===== config.mk =====
export PLATFORM = sky130hd
export DESIGN_NAME = scaler_phase_gen
export DESIGN_NICKNAME = d
export VERILOG_FILES = /design/src/rtl/psg_pkg.sv /design/src/rtl/psg_cfg_regs.sv /design/src/rtl/psg_accum.sv /design/src/rtl/psg_phase_quant.sv /design/src/rtl/scaler_phase_gen.sv
export SDC_FILE = /design/constraint.sdc
export NUM_CORES = 1
export LEC_CHECK = 0
export ABC_AREA = 1
export BUFFER_PORTS_ARGS = -buffer_cell sky130_fd_sc_hd__buf_2
export CORE_UTILIZATION = 30
export DETAILED_ROUTE_END_ITERATION = 12
export GPL_TIMING_DRIVEN = 0
export PLACE_DENSITY = 0.51
export SLEW_MARGIN = 20
export SYNTH_ARGS = -nofsm -noshare
export SYNTH_HDL_FRONTEND = slang
export SYNTH_SLANG_ARGS = --single-unit

===== constraint.sdc =====
create_clock -name clk -period 2.8 [get_ports clk]
set_input_delay 0.28 -clock clk [delete_from_list [all_inputs] [get_ports clk]]
set_output_delay 0.28 -clock clk [all_outputs]
set_load 0.1 [all_outputs]

===== src/rtl/psg_pkg.sv =====
package psg_pkg;

    parameter int FRAC_W      = 24;
    parameter int RATIO_INT_W = 3;
    parameter int INIT_INT_W  = 4;
    parameter int IDX_W       = 16;
    parameter int PHASE_W     = 6;
    parameter int PAD_W       = 5;
    parameter int ADDR_W      = 3;
    parameter int NUM_PLANES  = 2;
    parameter int NUM_FIELDS  = 2;

    localparam int REG_W        = INIT_INT_W + FRAC_W;
    localparam int RATIO_W      = RATIO_INT_W + FRAC_W;
    localparam int ACC_W        = IDX_W + FRAC_W;
    localparam int NUM_STARTS   = NUM_PLANES * NUM_FIELDS;
    localparam int A_RATIO_BASE = 0;
    localparam int A_INIT_BASE  = A_RATIO_BASE + NUM_PLANES;
    localparam logic [FRAC_W:0] HALF_PHASE = (FRAC_W+1)'(1) << (FRAC_W - PHASE_W - 1);

    typedef enum logic { PLANE_Y = 1'b0, PLANE_C = 1'b1 } plane_e;
    typedef enum logic { FIELD_TOP = 1'b0, FIELD_BOT = 1'b1 } field_e;

    typedef struct packed {
        logic [RATIO_INT_W-1:0] ip;
        logic [FRAC_W-1:0]      fp;
    } ratio_t;

    typedef struct packed {
        logic [INIT_INT_W-1:0] ip;
        logic [FRAC_W-1:0]     fp;
    } start_pos_t;

    typedef struct packed {
        logic [IDX_W-1:0]   idx;
        logic [PHASE_W-1:0] phase;
    } tap_pos_t;

    function automatic logic [FRAC_W-1:0] clr_pad(input logic [FRAC_W-1:0] f);
        return {f[FRAC_W-1:PAD_W], {PAD_W{1'b0}}};
    endfunction

    // returns {round carry, phase}
    function automatic logic [PHASE_W:0] round_phase(input logic [FRAC_W-1:0] f);
        logic [FRAC_W:0] s;
        s = {1'b0, f} + HALF_PHASE;
        return s[FRAC_W -: (PHASE_W + 1)];
    endfunction

endpackage


===== src/rtl/psg_cfg_regs.sv =====
module psg_cfg_regs
    import psg_pkg::*;
(
    input  logic              clk,
    input  logic              rst,
    input  logic              wr_en,
    input  logic [ADDR_W-1:0] wr_addr,
    input  logic [REG_W-1:0]  wr_data,
    input  plane_e            plane,
    input  field_e            field,
    output ratio_t            ratio_sel,
    output start_pos_t        start_sel
);

    ratio_t     ratio_q [NUM_PLANES];
    start_pos_t start_q [NUM_STARTS];

    for (genvar p = 0; p < NUM_PLANES; p++) begin : g_ratio
        always_ff @(posedge clk) begin
            if (rst) begin
                ratio_q[p] <= '0;
            end else if (wr_en && wr_addr == ADDR_W'(A_RATIO_BASE + p)) begin
                ratio_q[p].ip <= wr_data[FRAC_W +: RATIO_INT_W];
                ratio_q[p].fp <= clr_pad(wr_data[FRAC_W-1:0]);
            end
        end
    end

    for (genvar s = 0; s < NUM_STARTS; s++) begin : g_start
        always_ff @(posedge clk) begin
            if (rst) begin
                start_q[s] <= '0;
            end else if (wr_en && wr_addr == ADDR_W'(A_INIT_BASE + s)) begin
                start_q[s].ip <= wr_data[FRAC_W +: INIT_INT_W];
                start_q[s].fp <= clr_pad(wr_data[FRAC_W-1:0]);
            end
        end
    end

    always_comb begin
        ratio_sel = ratio_q[plane];
        start_sel = start_q[{plane, field}];
    end

endmodule


===== src/rtl/psg_accum.sv =====
module psg_accum
    import psg_pkg::*;
(
    input  logic              clk,
    input  logic              rst,
    input  logic              start,
    input  logic              step,
    input  ratio_t            ratio_in,
    input  start_pos_t        start_in,
    output logic [IDX_W-1:0]  pos_int,
    output logic [FRAC_W-1:0] pos_frac,
    output logic              running,
    output logic              moved
);

    ratio_t           ratio_run_q;
    logic [ACC_W-1:0] acc_q;
    logic [ACC_W-1:0] acc_next;
    logic             int_changed;

    always_comb begin
        acc_next    = acc_q + ACC_W'(ratio_run_q);
        int_changed = acc_next[ACC_W-1:FRAC_W] != acc_q[ACC_W-1:FRAC_W];
    end

    always_ff @(posedge clk) begin
        if (rst) begin
            acc_q       <= '0;
            ratio_run_q <= '0;
            running     <= 1'b0;
            moved       <= 1'b0;
        end else if (start) begin
            acc_q       <= ACC_W'(start_in);
            ratio_run_q <= ratio_in;
            running     <= 1'b1;
            moved       <= 1'b0;
        end else if (step && running) begin
            acc_q <= acc_next;
            moved <= int_changed;
        end else begin
            moved <= 1'b0;
        end
    end

    assign pos_int  = acc_q[ACC_W-1:FRAC_W];
    assign pos_frac = acc_q[FRAC_W-1:0];

endmodule


===== src/rtl/psg_phase_quant.sv =====
module psg_phase_quant
    import psg_pkg::*;
(
    input  logic [IDX_W-1:0]  pos_int,
    input  logic [FRAC_W-1:0] pos_frac,
    output tap_pos_t          tap
);

    logic [PHASE_W:0] rp;

    always_comb begin
        rp        = round_phase(pos_frac);
        tap.phase = rp[PHASE_W-1:0];
        tap.idx   = pos_int + IDX_W'(rp[PHASE_W]);
    end

endmodule


===== src/rtl/scaler_phase_gen.sv =====
module scaler_phase_gen
    import psg_pkg::*;
(
    input  logic               clk,
    input  logic               rst,
    input  logic               wr_en,
    input  logic [ADDR_W-1:0]  wr_addr,
    input  logic [REG_W-1:0]   wr_data,
    input  logic               start_i,
    input  logic               sel_chroma_i,
    input  logic               sel_bottom_i,
    input  logic               step_i,
    output logic [IDX_W-1:0]   src_idx_o,
    output logic [PHASE_W-1:0] phase_o,
    output logic               advance_o,
    output logic               active_o
);

    ratio_t            ratio_cur;
    start_pos_t        start_cur;
    logic [IDX_W-1:0]  pos_int;
    logic [FRAC_W-1:0] pos_frac;
    tap_pos_t          tap;
    plane_e            plane;
    field_e            field;

    assign plane = plane_e'(sel_chroma_i);
    assign field = field_e'(sel_bottom_i);

    psg_cfg_regs u_cfg (
        .clk       (clk),
        .rst       (rst),
        .wr_en     (wr_en),
        .wr_addr   (wr_addr),
        .wr_data   (wr_data),
        .plane     (plane),
        .field     (field),
        .ratio_sel (ratio_cur),
        .start_sel (start_cur)
    );

    psg_accum u_acc (
        .clk      (clk),
        .rst      (rst),
        .start    (start_i),
        .step     (step_i),
        .ratio_in (ratio_cur),
        .start_in (start_cur),
        .pos_int  (pos_int),
        .pos_frac (pos_frac),
        .running  (active_o),
        .moved    (advance_o)
    );

    psg_phase_quant u_quant (
        .pos_int  (pos_int),
        .pos_frac (pos_frac),
        .tap      (tap)
    );

    assign src_idx_o = tap.idx;
    assign phase_o   = tap.phase;

endmodule


==> run metrics <==
sequential share of power=0.493; fmax=357 MHz; H-Tree Depth=4; Crit path arrival time=2.52 ns; Max-Cap Viols=0; worst hold stages=3; Syn Inst Count=1195; asr flop ratio synth=0; root buffer cell=clkbuf_16; GPL Wtd Cong=0.895; Die X=around 190 um; hold buffer count at cts=0; cell depth of the worst setup path=11; Setup Skew=0.0140 ns; Reg area=around 5300 um^2; CORE AREA=32900 um^2; R2R depth=14; Starting Density=0.308; Switching Fraction=0.300; Tmin final=2.80 ns; Crit-path slowest cell=dfxtp_4; Seq/Total Area, Yosys=0.520; Worst path max stage delay=0.38 ns; 1st-iter DRT viols=approximately 570; syn nets=~1300; first drt pass iteration count=7; drt total wl=30500 um; WS Path Type=reg -> out; Die Y=186 um; vias in the first global route=approximately 8200; Netlist cell types=between 40 and 50; Tot GR Track Use=0.182; final hold viol count=0; syn_area_per_cell=8.48 um^2; Fill cells=3454; Cell Area, Synth=10100 um^2; gr ovfl total=0; area of the multi-input gates=4490 um^2; Die ar.=34500 um^2; Worst Setup End Kind=output port; Detail Placement HPWL=22700 um; Via Count=~8500; outcome=finished clean; fin nets=1349; Worst Path Required=2.52 ns; Worst Hold Class=in -> reg; most common cell after layout, fill and taps aside=nor2_1; CP Buf/Inv Count=2; Area Overhead vs Synth=19.9%; EDFF count, synth=~140; Synth Register Bits=195; DR WL/cell=17.5 um; Sw Pwr=roughly 2.1 mW; DRC Markers=0; Clk pwr share=0.365; CP cell instances=nand3_2, nor2_1, nand2_1, nor3b_2, ha_2, ha_4, nand3_4, nor2_4, buf_6, xor2_4, buf_12; Ports=between 60 and 70; share of cells above drive strength 1=0.158; Num CTS Buffers=17; pin count of the biggest net entering global routing=24; number of port buffers=54; Worst-path clk slew=0.08 ns; combinational power share=0.142; pwr dens=around 560 nW/um^2; # clock sinks=about 200; post-route insts no fill=1740; synth warn=0; CTS tree=done; Tcrit/Tclk final=1.00; first-pass GRT wire length=46600 um; Final setup viols=0; Final Power=6.82 mW; Diodes inserted=0; RSZ-0062 raised after global routing=true; CTS Buffer Depth=2; initial antenna violation count=0; dominant synthesized flop cell=edfxtp_1; maximum vdd drop=0.437 mV; fin. max-slew vios=0; Clk Latency, worst-skew pair=0.44 ns; Leak=4.96 nW; Internal=4.77 mW; Max FO, Critical Path=4; max_slew headroom=0.352; std cell rows=66; Least-Margin Pin Slew=0.970 ns; crit-path leading delay family=simple AND/OR/NAND/NOR gates; DP Cell Count=1691; Worst setup SP type=register; mean number of vias per cell=4.87; antenna-violating nets left=0; most frequent cells in the layout=nor2_1 (231), nand2_1 (223), edfxtp_1 (136)
-- cell usage after synthesis (2+ instances only) --
| master | instances | area share |
|---|---|---|
| edfxtp_1 | 136 | 0.40 |
| o21ai_1 | 8 | 0.0040 |
| nor2_1 | 234 | 0.087 |
| nand3_2 | 6 | 0.0059 |
| nor2_2 | 11 | 0.0068 |
| o211ai_1 | 21 | 0.016 |
| o21ai_0 | 74 | 0.037 |
| xnor2_1 | 8 | 0.0069 |
| ha_1 | 25 | 0.031 |
| a31oi_1 | 13 | 0.0080 |
| o22ai_1 | 12 | 0.0074 |
| nand4_1 | 11 | 0.0068 |
| nand2_2 | 10 | 0.0062 |
| nand2_1 | 231 | 0.086 |
| xor2_1 | 24 | 0.021 |
| inv_2 | 13 | 0.0048 |
| nor4_1 | 2 | 0.0012 |
| nor3_1 | 9 | 0.0044 |
| a21oi_1 | 58 | 0.029 |
| a221o_1 | 10 | 0.0099 |
| nor3b_2 | 2 | 0.0025 |
| nand3b_1 | 3 | 0.0022 |
| buf_2 | 12 | 0.0059 |
| nand3_1 | 35 | 0.017 |
| dfxtp_1 | 59 | 0.12 |
| clkbuf_1 | 37 | 0.014 |
| inv_1 | 107 | 0.040 |
| o21bai_1 | 2 | 0.0015 |
| a21oi_2 | 3 | 0.0026 |
-- path summary, 6_finish.rpt --
| check | start | to | slack, ns |
|---|---|---|---|
| min reg2reg | u_acc.ratio_run_q[5] | u_acc.ratio_run_q[5] | 0.48 |
| max | u_acc.acc_q[17] | src_idx_o[6] | 0.00006 |
| max reg2reg | u_acc.ratio_run_q[5] | u_acc.acc_q[21] | 0.36 |
| min | wr_data[27] | u_cfg.start_q[2][22] | 0.19 |
-- through the flow --
step / setup WS (ns) / util / area [um^2] / hold slack (ns) / TNS [ns]
after floorplan: -0.405 / - / 10200 / 0.432 / -0.632
after global placement: -0.509 / 0.337 / 11100 / 0.463 / -18.51
after detailed placement: -0.525 / 0.337 / 11100 / 0.471 / -8.75
after CTS: -0.0955 / 0.364 / 12000 / 0.173 / -0.375
after global routing: -0.131 / 0.370 / 12100 / 0.175 / -0.696
final: 0.0000611 / 0.370 / 12100 / 0.192 / 0
-- power by group through the flow --
stage	combinational, mW	sequential, mW	clock, mW
6_report	0.971	3.36	2.49
4_1_cts	0.967	3.36	2.51
5_1_grt	1.07	3.38	2.62
3_5_place_dp	0.948	3.43	0
2_1_floorplan	0.666	3.40	0
3_3_place_gp	0.943	3.43	0
-- logic make-up (layout without fill, tap and decap cells) --
kind of cell,Yosys count,in the layout,synth area share
DFF,195,195,0.520
and+or+nand+nor,560,560,0.232
adders and majority gates,26,26,0.0329
buffers and inverters,172,275,0.0656
xor gates and xnor gates,32,32,0.0277
AOI/OAI and AO/OA,210,210,0.123
-- timing repair --
action                                  CTS  global route
pin swaps                                 7             9
resized for setup                        57            29
gates cloned                              0             0
buffers inserted                         13             4
endpoints found under the setup margin   14            15
-- final cells by class --
type	instances	area share
Buffer	51	0.0173
Clock inverter	13	0.0115
Timing Repair Buffer	71	0.0467
Multi-Input combinational cell	828	0.370
Tap cell	442	0.0455
Inverter	121	0.0374
Sequential cell	195	0.435
Clock buffer	19	0.0373
-- layer usage --
| metal | GRT usage | part of all wire |
|---|---|---|
| met3 | 0.0243 | 0.041 |
| met1 | 0.252 | 0.48 |
| met2 | 0.299 | 0.47 |
| met5 | 0 | 0 |
| met4 | 0.0475 | 0.013 |
-- worst reg2reg max path, stage by stage, from the launching register on --
cell and delay [ns]:
dfxtp_1 0.35, ha_1 0.19, inv_1 0.08, fa_1 0.48
inv_2 0.11, nand3_1 0.08, nand3_2 0.13, nand2_1 0.07
nand2_1 0.15, nand2_1 0.07, nand2_1 0.12, a21oi_1 0.11
xnor2_1 0.22, nand2_1 0.09, a21oi_1 0.14
-- flip-flops by register name, summed over array words and instances (netlist names) --
register / cells
u_acc.ratio_run_q: 22
u_acc.acc_q: 35
u_cfg.start_q: 92
u_cfg.ratio_q: 44
u_acc.running: 1
u_acc.moved: 1
Note: power is estimated with default switching activity, not from simulation.
